**src/rtl/cattr_pkg.sv**
```systemverilog
package cattr_pkg;

    localparam int ATTR_W = 8;

    // attribute byte bits
    localparam logic [ATTR_W-1:0] ATTR_DCACHE  = 8'h01;
    localparam logic [ATTR_W-1:0] ATTR_DBURST  = 8'h02;
    localparam logic [ATTR_W-1:0] ATTR_MMU_INH = 8'h10;
    localparam logic [ATTR_W-1:0] ATTR_IBURST  = 8'h40;
    localparam logic [ATTR_W-1:0] ATTR_ICACHE  = 8'h80;

    localparam logic [ATTR_W-1:0] ATTR_ALL     = ATTR_DCACHE | ATTR_DBURST | ATTR_IBURST | ATTR_ICACHE;
    localparam logic [ATTR_W-1:0] ATTR_MMU_OFF = ATTR_MMU_INH;
    localparam logic [ATTR_W-1:0] ATTR_DATA    = ATTR_DCACHE | ATTR_DBURST;
    localparam logic [ATTR_W-1:0] ATTR_ENTRY_RST = ATTR_ICACHE;

    localparam logic [2:0] FC_CPU_SPACE = 3'd7;

    typedef struct packed {
        logic              vld;
        logic [ATTR_W-1:0] attr;
    } res_t;

endpackage

```
**src/rtl/cattr_region_table.sv**
```systemverilog
module cattr_region_table
    import cattr_pkg::*;
#(
    parameter int IDX_W = 6
) (
    input  logic              clk,
    input  logic              rst_n,
    input  logic              wr_en,
    input  logic [IDX_W-1:0]  wr_idx,
    input  logic [ATTR_W-1:0] wr_attr,
    input  logic [IDX_W-1:0]  rd_idx,
    output logic [ATTR_W-1:0] rd_attr
);

    localparam int DEPTH = 1 << IDX_W;

    logic [ATTR_W-1:0] tab_q [DEPTH];
    logic [ATTR_W-1:0] tab_d [DEPTH];

    always_comb begin
        for (int i = 0; i < DEPTH; i++) begin
            tab_d[i] = (wr_en && (wr_idx == IDX_W'(i))) ? wr_attr : tab_q[i];
        end
    end

    always_ff @(posedge clk or negedge rst_n) begin
        if (!rst_n) begin
            for (int i = 0; i < DEPTH; i++) tab_q[i] <= ATTR_ENTRY_RST;
        end else begin
            for (int i = 0; i < DEPTH; i++) tab_q[i] <= tab_d[i];
        end
    end

    // read returns the stored entry; a write in flight is not forwarded
    assign rd_attr = tab_q[rd_idx];

    AST_TABLE_WRITE_LANDS: assert property (@(posedge clk) disable iff (!rst_n)
        wr_en |=> (tab_q[$past(wr_idx)] == $past(wr_attr)));

endmodule

```
**src/rtl/cattr_mmu_stage.sv**
```systemverilog
module cattr_mmu_stage
    import cattr_pkg::*;
(
    input  logic              locked,
    input  logic [2:0]        fc,
    input  logic              mmu_en,
    input  logic              tt_hit,
    input  logic              tt_inh,
    input  logic              dsc_vld,
    input  logic              dsc_inh,
    output logic [ATTR_W-1:0] mmu_state
);

    logic translating;

    always_comb begin
        translating = mmu_en && (fc != FC_CPU_SPACE);
        mmu_state   = ATTR_ALL;
        if (locked) begin
            mmu_state = ATTR_MMU_OFF;
        end else if (translating) begin
            if (tt_hit) begin
                if (tt_inh) mmu_state = ATTR_MMU_OFF;
            end else if (dsc_vld && dsc_inh) begin
                mmu_state = ATTR_MMU_OFF;
            end
        end
    end

endmodule

```
**src/rtl/cattr_merge.sv**
```systemverilog
module cattr_merge
    import cattr_pkg::*;
(
    input  logic [ATTR_W-1:0] mmu_state,
    input  logic [ATTR_W-1:0] region_attr,
    input  logic              boot_mode,
    output logic [ATTR_W-1:0] final_attr
);

    logic [ATTR_W-1:0] hw_attr;

    always_comb begin
        hw_attr    = boot_mode ? (region_attr & ~ATTR_DATA) : region_attr;
        final_attr = (mmu_state == ATTR_ALL) ? hw_attr : mmu_state;
    end

endmodule

```
**src/rtl/cache_attr_resolver.sv**
```systemverilog
module cache_attr_resolver
    import cattr_pkg::*;
#(
    parameter int ADDR_W       = 32,
    parameter int REGION_SHIFT = 16,
    parameter int IDX_W        = 6
) (
    input  logic              clk,
    input  logic              rst_n,
    input  logic              acc_valid,
    input  logic [ADDR_W-1:0] acc_addr,
    input  logic [2:0]        acc_fc,
    input  logic              acc_locked,
    input  logic              mmu_enable,
    input  logic              tt_match,
    input  logic              tt_ci,
    input  logic              desc_valid,
    input  logic              desc_ci,
    input  logic              boot_rom_mode,
    input  logic              tbl_wr_en,
    input  logic [IDX_W-1:0]  tbl_wr_idx,
    input  logic [7:0]        tbl_wr_attr,
    output logic              res_valid,
    output logic [7:0]        res_attr
);

    logic [IDX_W-1:0]  region_idx;
    logic [ATTR_W-1:0] region_attr;
    logic [ATTR_W-1:0] mmu_state;
    logic [ATTR_W-1:0] final_attr;
    res_t              res_d, res_q;

    assign region_idx = acc_addr[REGION_SHIFT +: IDX_W];

    cattr_region_table #(.IDX_W(IDX_W)) u_table (
        .clk     (clk),
        .rst_n   (rst_n),
        .wr_en   (tbl_wr_en),
        .wr_idx  (tbl_wr_idx),
        .wr_attr (tbl_wr_attr),
        .rd_idx  (region_idx),
        .rd_attr (region_attr)
    );

    cattr_mmu_stage u_mmu (
        .locked    (acc_locked),
        .fc        (acc_fc),
        .mmu_en    (mmu_enable),
        .tt_hit    (tt_match),
        .tt_inh    (tt_ci),
        .dsc_vld   (desc_valid),
        .dsc_inh   (desc_ci),
        .mmu_state (mmu_state)
    );

    cattr_merge u_merge (
        .mmu_state   (mmu_state),
        .region_attr (region_attr),
        .boot_mode   (boot_rom_mode),
        .final_attr  (final_attr)
    );

    always_comb begin
        res_d      = res_q;
        res_d.vld  = acc_valid;
        if (acc_valid) res_d.attr = final_attr;
    end

    always_ff @(posedge clk or negedge rst_n) begin
        if (!rst_n) res_q <= '0;
        else        res_q <= res_d;
    end

    assign res_valid = res_q.vld;
    assign res_attr  = res_q.attr;

    AST_RESULT_TIMING: assert property (@(posedge clk) disable iff (!rst_n)
        acc_valid |=> res_valid);
    AST_LOCKED_OFF: assert property (@(posedge clk) disable iff (!rst_n)
        (acc_valid && acc_locked) |=> (res_attr == ATTR_MMU_OFF));
    AST_TT_INHIBIT: assert property (@(posedge clk) disable iff (!rst_n)
        (acc_valid && !acc_locked && mmu_enable && (acc_fc != FC_CPU_SPACE) && tt_match && tt_ci)
        |=> (res_attr == ATTR_MMU_OFF));
    AST_DESC_INHIBIT: assert property (@(posedge clk) disable iff (!rst_n)
        (acc_valid && !acc_locked && mmu_enable && (acc_fc != FC_CPU_SPACE) && !tt_match
         && desc_valid && desc_ci) |=> (res_attr == ATTR_MMU_OFF));
    AST_BOOT_NO_DATA: assert property (@(posedge clk) disable iff (!rst_n)
        (acc_valid && boot_rom_mode) |=> (res_attr[1:0] == 2'b00));
    AST_IDLE_HOLD: assert property (@(posedge clk) disable iff (!rst_n)
        !acc_valid |=> (!res_valid && $stable(res_attr)));

endmodule

```
**config.mk**
```make
export PLATFORM = sky130hd
export DESIGN_NAME = cache_attr_resolver
export DESIGN_NICKNAME = d
export VERILOG_FILES = /design/src/rtl/cattr_pkg.sv /design/src/rtl/cattr_region_table.sv /design/src/rtl/cattr_mmu_stage.sv /design/src/rtl/cattr_merge.sv /design/src/rtl/cache_attr_resolver.sv
export SDC_FILE = /design/constraint.sdc
export NUM_CORES = 1
export LEC_CHECK = 0
export ABC_CLOCK_PERIOD_IN_PS = 3300
export BUFFER_PORTS_ARGS = -buffer_cell sky130_fd_sc_hd__buf_2
export CELL_PAD_IN_SITES_DETAIL_PLACEMENT = 0
export CELL_PAD_IN_SITES_GLOBAL_PLACEMENT = 2
export CORE_MARGIN = 3
export CORE_UTILIZATION = 47
export CTS_CLUSTER_DIAMETER = 80
export DETAILED_ROUTE_END_ITERATION = 6
export PLACE_DENSITY_LB_ADDON = 0.1
export SLEW_MARGIN = 20
export SYNTH_ARGS = -nofsm -noshare
export SYNTH_HDL_FRONTEND = slang
export SYNTH_HIERARCHICAL = 1
export SYNTH_SLANG_ARGS = --single-unit
```
**constraint.sdc**
```tcl
create_clock -name clk -period 3.3 [get_ports clk]
set_clock_uncertainty 0.2 [all_clocks]
set_input_delay 0 -clock clk [delete_from_list [all_inputs] [get_ports clk]]
set_output_delay 0 -clock clk [all_outputs]
set_load 0.02 [all_outputs]
```
==> key figures, run 1 <==
Clock network
  – CTS tree: done
  – Clock Tree Buf Depth: 3
  – Clock Sinks: 521
  – Inserted Clock Buffers: 57
  – Root buf cell: clkbuf_16
  – H-tree depth: 2
  – CTS clk-pin slew, worst paths: 60 ps
  – Setup Fix Bufs, Post-CTS: 0
  – Worst-Skew Late Latency: 620 ps

Yosys
  – Post-Synthesis Cell Area: 24250 sq um
  – Synth Area per Inst: 15.61 sq um
  – Yosys cell types: 59
  – Post-Synthesis Cells: 1554
  – Warnings, synthesis: 6
  – Share of the synthesized area in the top cell type: 47.15%
  – Ys async rst share: 100.0%
  – Register area share after synthesis: 54.09%
  – Post-synth top flop: dfrtp_1
  – Cell taking the most area after synthesis: dfrtp_1
  – Post-synthesis register bit count: 521
  – EDFF count, synth: 0
  – Largest cells by area after synthesis: dfrtp_1 (47%), mux2_2 (24%), mux4_2 (9.8%), dfstp_2 (6.9%), mux4_1 (2.3%)

Place
  – HPWL after DPL: 41.43 mm
  – Post-placement cell count: 2242
  – # port buffers: 42
  – Routability-driven placement congestion ratio: 0.8011

STA
  – Fin crit period: 3222 ps
  – Max Clk Rate: 310.4 MHz
  – Final period util: 97.64%
  – Max Slew Vio Count: 0
  – Slew HR: 28.97%
  – Worst-Margin Slew: 1065 ps
  – Finish-stage setup viols: 0
  – Setup tns final: 0 ps
  – Final hold violation count: 0

GRT
  – Number of global-route vias before repair: 14790
  – Initial antenna violation count: 3
  – GRT Resource Usage Total: 23.52%
  – Global-route wire length before repair: 95.38 mm
  – Largest net degree at the start of global routing: 106
  – GRT overflow: 0

Critical path
  – FF-to-FF setup slack: 80 ps
  – Crit-path max cell delay: 560 ps
  – Worst path required time: 3590 ps
  – Cell Chain, Critical Path: mux4_2, o22ai_1, buf_4, nor2_1, a22oi_1, buf_4, o21ai_1, nor2b_1, o31a_1, dlygate4sd3_1, mux2_4
  – Critical Path End Type: flip-flop
  – Reg2reg path depth: 11
  – CP dominant cell by count: buf_4
  – CP Class: reg -> reg
  – Max FO, Critical Path: 2
  – FF-to-FF Start: u_table/tab_q[152]$_DFFE_PN0P_
  – Critical Path Source Type: flip-flop
  – CP endpoint: res_attr[0]$_DFFE_PN0P_
  – Worst path depth: 11
  – Crit path max-delay family: buffers and inverters
  – CP max-delay cell: dlygate4sd3_1
  – CP startpoint: u_table/tab_q[152]$_DFFE_PN0P_
  – FF-to-FF End: res_attr[0]$_DFFE_PN0P_
  – Buf/Inv on CP: 3
  – WP data arrival: 3520 ps

Floorplanning
  – Die height: 233.2 um
  – Die W: 233.2 um
  – CORE AREA: 50580 sq um
  – Die Area: 54360 sq um
  – FP Rows: 82
  – I/O pin total: 69
  – Initial core utilization: 47.95%

Finish
  – # nets final: 1713
  – Layout area overhead: 14.30%
  – Fin cells: 2370
  – Layout cell share with drive strength beyond 1: 56.10%
  – Commonest non-fill, non-tap cell in the layout: mux2_2
  – Final Util: 54.80%
  – Most frequent cells in the layout: mux2_2 (513), dfrtp_1 (457), mux4_2 (105), buf_4 (74), dfstp_2 (64)

Drt
  – Final ANT Viol Nets: 0
  – Vias per Instance: 5.897
  – Metal3 WL: 2.419 mm
  – Met2 Wirelength: 29.00 mm
  – First-pass DRT Iterations: 5
  – M1 WL: 29.07 mm
  – Remaining DRCs: 0
  – DR vias: 13980
  – Iter 0 DRT Violations: 824
  – Routed WL: 61.82 mm
  – Top Metal Used: met5
  – WL/cell: 26.08 um

Hold path
  – Hold Path Class: in -> reg

Power and ir drop
  – VDD IR-drop max: 0.0004145 V
  – Leak: 12.70 nW
  – Pwr Density: 593.2 nW/um^2

Run
  – Max Cap Viol: 0

Run status
  – Outcome: finished clean
-- repair_timing --
action,CTS,global route
hold endpoints to repair,689,0
gates resized for setup,0,8
hold buffers,24,0
endpoints found under the setup margin,0,2
-- cell type report --
type                    count  area, sq um
fillers                  4171        22860
clock inverters            13        171.4
multi-input cells         915        10460
repair buffers            157         1354
well taps                 672        840.8
flip-flops and latches    521        13120
inverters                   1        3.754
diodes                      1        2.502
clock buffers              90         1773
-- Yosys cell counts (3+ instances only) --
library cell  number
o21ai_0            5
buf_6              9
nor3_1            16
nor2_1            27
nor2_2            18
mux4_2           105
mux2_4             8
dfrtp_1          457
buf_8              4
mux2_1             4
a22oi_1           14
nand2b_1           7
buf_1              9
mux2i_1           10
buf_4             15
mux4_1            21
buf_2              8
a211oi_1           3
o211ai_1           4
dfstp_2           64
o31a_1             6
o21ai_1            4
clkbuf_4           4
a31o_2             4
nand2_1           63
o221ai_1           8
clkbuf_1          66
o22ai_1           22
nand3_1            3
or2_1              3
nor2b_1            6
or2_2              6
buf_12             4
mux2_2           513
-- cell families after synthesis --
logic type	after synthesis	synth area share [%]
and+or+nand+nor	167	3.364
DFF	521	54.09
AOI/OAI and AO/OA	82	2.461
muxes	663	37.15
other	1	0.01546
buffers and inverters	120	2.925
-- state kept, by name, summed over array words and instances, names as in the netlist --
signal	cells
res_valid	1
res_attr	8
u_table/tab_q	512
-- layer usage --
layer | GRT usage (%) | up-vias
met5 | 0 | -
met4 | 6.101 | 4
met3 | 3.622 | 86
met2 | 37.00 | 245
met1 | 34.41 | 7607
li1 | - | 6034
-- power by group --
group	switching [mW]	internal [mW]
combinational	0.955	1.25
clock	2.58	3.97
sequential	0.390	7.31
-- stage by stage --
step | cell area (sq um) | power (mW) | setup WS (ps) | hold WS, ps
finish | 27720 | 16.44 | 77.91 | 39.81
floorplan | 24260 | 9.228 | 950.9 | -495.6
global placement | 25500 | 9.895 | 279.4 | -62.75
detailed placement | 25500 | 9.990 | 281.7 | -50.71
global route | 27720 | 17.16 | -16.62 | 78.67
CTS | 27690 | 16.65 | 46.79 | 1.490
-- worst min path at each step --
stage,start,to,depth (start not counted)
after floorplan,rst_n,res_attr[0]$_DFFE_PN0P_,0
after global placement,rst_n,u_table/tab_q[59]$_DFFE_PN0P_,1
after detailed placement,rst_n,u_table/tab_q[43]$_DFFE_PN0P_,1
after CTS,tbl_wr_idx[3],u_table/tab_q[188]$_DFFE_PN0P_,6
after global routing,tbl_wr_attr[1],u_table/tab_q[113]$_DFFE_PN0P_,2
final,tt_ci,res_attr[7]$_DFFE_PN0P_,7
-- worst reg2reg max path, cell delays in order (launching register included) --
cell and delay, ps:
dfrtp_1 380, mux4_2 500, o22ai_1 180, buf_4 160, nor2_1 50, a22oi_1 210
buf_4 160, o21ai_1 90, nor2b_1 150, o31a_1 220, dlygate4sd3_1 560, mux2_4 250
Note: power is estimated with default switching activity, not from simulation.
==> run 2: changes to the inputs <==
--- a/config.mk
+++ b/config.mk
@@ -5,7 +5,7 @@
 export SDC_FILE = /design/constraint.sdc
 export NUM_CORES = 1
 export LEC_CHECK = 0
-export ABC_CLOCK_PERIOD_IN_PS = 3300
+export ABC_CLOCK_PERIOD_IN_PS = 3000
 export BUFFER_PORTS_ARGS = -buffer_cell sky130_fd_sc_hd__buf_2
 export CELL_PAD_IN_SITES_DETAIL_PLACEMENT = 0
 export CELL_PAD_IN_SITES_GLOBAL_PLACEMENT = 2
==> constraint.sdc (replaced) <==
create_clock -name clk -period 3 [get_ports clk]
set_clock_uncertainty 0.2 [all_clocks]
set_input_delay 0 -clock clk [delete_from_list [all_inputs] [get_ports clk]]
set_output_delay 0 -clock clk [all_outputs]
set_load 0.02 [all_outputs]
==> key figures, run 2 (same netlist as run 1, synthesis figures left out) <==
Run status
  – Outcome: complete, but fails checks
  – Failing checks: negative hold slack

Finish
  – Largest Register: u_table/tab_q
  – Final Util: 55.15%
  – # nets final: 1727
  – Max reg flops: 512
  – Layout area overhead: 15.03%
  – Commonest non-fill, non-tap cell in the layout: mux2_2
  – Layout cell share with drive strength beyond 1: 56.15%
  – Fin cells: 2389
  – Most frequent cells in the layout: mux2_2 (513), dfrtp_1 (457), mux4_2 (105), buf_4 (86), dfstp_2 (64)

STA
  – Max Clk Rate: 340.4 MHz
  – RSZ-0062 raised after global routing: no
  – Setup tns final: 0 ps
  – Final period util: 97.93%
  – Fin crit period: 2938 ps
  – Final hold violation count: 10
  – Slew HR: 44.32%
  – Finish-stage setup viols: 0
  – PnR worst setup slack: 62.11 ps
  – Max Slew Vio Count: 0
  – Hold WS: -24.19 ps
  – Worst-Margin Slew: 835.1 ps

Drt
  – First-pass DRT Iterations: 4
  – Vias per Instance: 5.842
  – Remaining DRCs: 0
  – WL/cell: 25.96 um
  – DR vias: 13960
  – Final ANT Viol Nets: 0
  – Iter 0 DRT Violations: 855
  – Routed WL: 62.02 mm

Critical path
  – Critical Path Source Type: flip-flop
  – WP data arrival: 3210 ps
  – CP Class: reg -> reg
  – CP max-delay cell: mux4_1
  – Max FO, Critical Path: 2
  – Cell Chain, Critical Path: mux4_1, o221ai_1, o31a_1, a2111oi_1, buf_4, a221o_1, a31o_2, mux2_4
  – Worst path required time: 3280 ps
  – Critical Path End Type: flip-flop
  – Crit-path max cell delay: 530 ps
  – Reg2reg path depth: 8

Power and ir drop
  – VDD IR-drop max: 0.0004236 V
  – Pwr Density: 651.9 nW/um^2
  – Comb pwr share: 13.4%
  – Sequential power share: 46.7%
  – Leak: 12.81 nW
  – Cell Int Power: 13.86 mW
  – P_sw: 4.323 mW
  – Net Sw Frac: 23.77%
  – Clock power frac: 40.0%

GRT
  – Global-route wire length before repair: 95.53 mm
  – GRT overflow: 0
  – Initial antenna violation count: 1
  – Number of global-route vias before repair: 14710
  – Largest net degree at the start of global routing: 77
  – GRT Resource Usage Total: 23.54%

Clock network
  – Root buf cell: clkbuf_16
  – Clock Tree Buf Depth: 3
  – Worst-Skew Late Latency: 610 ps
  – Inserted Clock Buffers: 56
  – Clock Sinks: 521
  – CTS clk-pin slew, worst paths: 60 ps
  – H-tree depth: 2
  – CTS tree: done

Place
  – Dpl ws: -23.94 ps
  – HPWL after DPL: 41.87 mm
  – # port buffers: 42
  – Routability-driven placement congestion ratio: 0.8353
  – Post-placement cell count: 2257

Floorplanning
  – FP Rows: 82
  – Initial core utilization: 47.95%
  – Die W: 233.2 um
  – Die height: 233.2 um
  – I/O pin total: 69
  – Die Area: 54360 sq um
  – CORE AREA: 50580 sq um

Hold path
  – Hold Path Class: in -> reg
  – Hold depth: 3

Run
  – Max Cap Viol: 0
==> run 2: cell types whose count changed in the layout (fill, tap and decap cells not counted), sizes merged <==
cell	delta
buf	+16
clkbuf	-4
clkinv	+4
bufinv	+3
clkinvlp	-1
diode	+1
dlygate4sd3	-1
inv	+1
==> run 2: critical path, delay by kind of cell, from the launching register on <==
kind                   cells  cell delay, ps
buffers and inverters      1             150
AOI/OAI and AO/OA          5            1300
DFF                        1             370
muxes                      2             790
==> run 2: layer usage <==
layer  vias up  wire length (um)  share of wire (%)  GRT usage [%]
li1       6070                 -                  -              -
met3        83              2210                3.6          3.195
met4         0              1426                2.3          6.332
met2       262             28980                 47          36.97
met5         -                 0                  0              0
met1      7541             29400                 47          34.69
==> run 2: layout make-up <==
type | instances | area (sq um)
fillers | 4138 | 22680
diodes | 2 | 5.005
multi-input cells | 915 | 10430
well taps | 672 | 840.8
flip-flops and latches | 521 | 13120
clock buffers | 86 | 1675
clock inverters | 20 | 282.8
repair buffers | 172 | 1539
inverters | 1 | 3.754
==> run 2: through the flow <==
stage | cell area (sq um) | total power [mW]
floorplan | 24260 | 10.15
global placement | 25680 | 10.91
detailed placement | 25680 | 11.02
CTS | 27890 | 18.41
global route | 27890 | 18.96
finish | 27900 | 18.19
==> run 2: worst paths after layout <==
| check | start | slack, ps | to |
|---|---|---|---|
| hold reg to reg | u_table/tab_q[418]$_DFFE_PN0P_ | 290 | u_table/tab_q[418]$_DFFE_PN0P_ |
| setup / recovery | u_table/tab_q[277]$_DFFE_PN0P_ | 60 | res_attr[5]$_DFFE_PN0P_ |
| hold / removal | tbl_wr_attr[6] | -20 | u_table/tab_q[182]$_DFFE_PN0P_ |
| min in group asynchronous | rst_n | 520 | u_table/tab_q[39]$_DFFE_PN1P_ |
| max in group asynchronous | rst_n | 1600 | u_table/tab_q[471]$_DFFE_PN1P_ |
| setup reg to reg | u_table/tab_q[277]$_DFFE_PN0P_ | 60 | res_attr[5]$_DFFE_PN0P_ |
==> run 2: power groups by stage <==
| stage | logic [mW] | clock network (mW) | registers, mW |
|---|---|---|---|
| after floorplan | 1.71 | 0 | 8.44 |
| after global placement | 2.36 | 0 | 8.55 |
| after detailed placement | 2.42 | 0 | 8.59 |
| after CTS | 2.46 | 7.47 | 8.48 |
| after global routing | 2.64 | 7.74 | 8.59 |
| final | 2.43 | 7.27 | 8.48 |
==> run 2: timing repair <==
action	4_1_cts	5_1_grt
hold endpoints to repair	753	0
gates resized for setup	0	0
hold buffers	24	0
endpoints found under the setup margin	0	0
buffers inserted	0	0
==> run 3: changes to the inputs <==
--- a/config.mk
+++ b/config.mk
@@ -5,12 +5,12 @@
 export SDC_FILE = /design/constraint.sdc
 export NUM_CORES = 1
 export LEC_CHECK = 0
-export ABC_CLOCK_PERIOD_IN_PS = 3000
+export ABC_CLOCK_PERIOD_IN_PS = 3600
 export BUFFER_PORTS_ARGS = -buffer_cell sky130_fd_sc_hd__buf_2
 export CELL_PAD_IN_SITES_DETAIL_PLACEMENT = 0
 export CELL_PAD_IN_SITES_GLOBAL_PLACEMENT = 2
 export CORE_MARGIN = 3
-export CORE_UTILIZATION = 47
+export CORE_UTILIZATION = 50
 export CTS_CLUSTER_DIAMETER = 80
 export DETAILED_ROUTE_END_ITERATION = 6
 export PLACE_DENSITY_LB_ADDON = 0.1
==> constraint.sdc (replaced) <==
create_clock -name clk -period 3.6 [get_ports clk]
set_clock_uncertainty 0.2 [all_clocks]
set_input_delay 0 -clock clk [delete_from_list [all_inputs] [get_ports clk]]
set_output_delay 0 -clock clk [all_outputs]
set_load 0.02 [all_outputs]
==> key figures, run 3 (same netlist as run 1, synthesis figures left out) <==
Drt
  – Remaining DRCs: 0
  – Vias per Instance: 6.079
  – Final ANT Viol Nets: 0
  – Routed WL: 60.28 mm
  – Iter 0 DRT Violations: 829
  – WL/cell: 26.65 um
  – First-pass DRT Iterations: 4
  – DR vias: 13750

Finish
  – Max reg flops: 512
  – Layout area overhead: 12.03%
  – Register area: 13120 sq um
  – Area of the multi-input gates: 10430 sq um
  – Most frequent cells in the layout: mux2_2 (513), dfrtp_1 (457), mux4_2 (105), dfstp_2 (64), nand2_1 (63)
  – # nets final: 1661
  – Layout cell share with drive strength beyond 1: 54.52%
  – Commonest non-fill, non-tap cell in the layout: mux2_2
  – N_diodes: 0
  – Largest Register: u_table/tab_q
  – FILL cells: 3905
  – Final Util: 56.79%

Clock network
  – Inserted Clock Buffers: 56
  – Clock Tree Buf Depth: 3
  – Root buf cell: clkbuf_16
  – Worst-Skew Late Latency: 600 ps
  – CTS tree: done
  – Clock Sinks: 521
  – CTS clk-pin slew, worst paths: 60 ps
  – H-tree depth: 2
  – Post-cts resize count: 0

GRT
  – Initial antenna violation count: 4
  – GRT Resource Usage Total: 24.26%
  – Number of global-route vias before repair: 14560
  – Global-route wire length before repair: 92.14 mm
  – Largest net degree at the start of global routing: 88
  – GRT overflow: 0

Floorplanning
  – Die height: 226.2 um
  – Die W: 226.2 um
  – Die Area: 51180 sq um
  – CORE AREA: 47850 sq um
  – Initial core utilization: 50.69%
  – I/O pin total: 69
  – FP Rows: 80

Critical path
  – CP Class: reg -> reg
  – FF-to-FF setup slack: 80 ps
  – WP data arrival: 3800 ps
  – Max FO, Critical Path: 2
  – Worst path required time: 3880 ps
  – Critical Path End Type: flip-flop
  – Critical Path Source Type: flip-flop

STA
  – Worst-Margin Slew: 1000 ps
  – Final hold violation count: 0
  – Finish-stage setup viols: 0
  – Slew HR: 33.06%
  – Max Clk Rate: 283.9 MHz
  – Fin crit period: 3523 ps
  – RSZ-0062 raised after global routing: no
  – Final period util: 97.86%
  – Setup tns final: 0 ps
  – Max Slew Vio Count: 0

Power and ir drop
  – VDD IR-drop max: 0.0004245 V
  – Sequential power share: 47.2%
  – P_sw: 3.573 mW
  – Net Sw Frac: 23.89%
  – Leak: 12.44 nW
  – Final Total Pwr: 14.96 mW
  – Comb pwr share: 13.1%
  – Clock power frac: 39.7%
  – Pwr Density: 550.5 nW/um^2
  – Cell Int Power: 11.38 mW

Run
  – Max Cap Viol: 0

Place
  – Routability-driven placement congestion ratio: 0.7905
  – # port buffers: 42
  – HPWL after DPL: 39.32 mm

Hold path
  – Hold Path Class: in -> reg

Run status
  – Outcome: finished clean
-- run 3: per-layer routing --
layer | vias to the layer above | GRT usage [%] | part of all wire, %
li1 | 5933 | - | -
met1 | 7485 | 34.77 | 47
met4 | 8 | 6.926 | 2.4
met3 | 96 | 3.965 | 3.7
met2 | 228 | 38.69 | 47
met5 | - | 0 | 0.10
-- run 3: area by class of cell --
cell class / count / area share, %
clock inverters: 18 / 0.8105
flip-flops and latches: 521 / 48.28
repair buffers: 106 / 3.426
clock buffers: 86 / 6.240
multi-input cells: 915 / 38.40
well taps: 615 / 2.832
inverters: 1 / 0.01382
-- run 3: final timing paths --
check / depth (start not counted) / endpoint / from
max: 9 / res_attr[0]$_DFFE_PN0P_ / u_table/tab_q[128]$_DFFE_PN0P_
min: 2 / res_valid$_DFF_PN0_ / acc_valid
max reg2reg: 9 / res_attr[0]$_DFFE_PN0P_ / u_table/tab_q[128]$_DFFE_PN0P_
min reg2reg: 1 / u_table/tab_q[418]$_DFFE_PN0P_ / u_table/tab_q[418]$_DFFE_PN0P_
max in group asynchronous: 4 / u_table/tab_q[359]$_DFFE_PN1P_ / rst_n
min in group asynchronous: 3 / u_table/tab_q[311]$_DFFE_PN1P_ / rst_n
-- run 3: metrics by stage --
step | worst slack [ps] | hold slack, ps | area, sq um | cells
final | 77.09 | 27.02 | 27170 | 2262
after global routing | 86.81 | 29.07 | 27170 | 2262
after CTS | 105.5 | 3.186 | 27140 | 2260
after detailed placement | 430.3 | -146.4 | 25000 | 2135
after global placement | 398.9 | -162.0 | 25000 | 2135
after floorplan | 1251 | -495.6 | 24260 | 1556
-- run 3: what timing repair did --
item,4_1_cts,5_1_grt
hold buffers,21,2
endpoints found under the hold margin,669,128
setup buffers,0,0
-- run 3: critical path, stage by stage, from the launching register on --
cell and delay, ps:
dfrtp_1 370, mux4_2 490, o22ai_1 400, nor2_1 140, a22oi_1 380, o21ai_1 190
nor2b_1 170, o31a_1 230, dlygate4sd3_1 560, mux2_4 250
-- run 3: power by group through the flow --
stage | registers (mW) | logic [mW] | clock network, mW
after global placement | 7.11 | 1.90 | 0
after CTS | 7.05 | 1.98 | 6.10
after detailed placement | 7.15 | 1.95 | 0
final | 7.06 | 1.96 | 5.94
after global routing | 7.15 | 2.12 | 6.33
after floorplan | 7.04 | 1.42 | 0
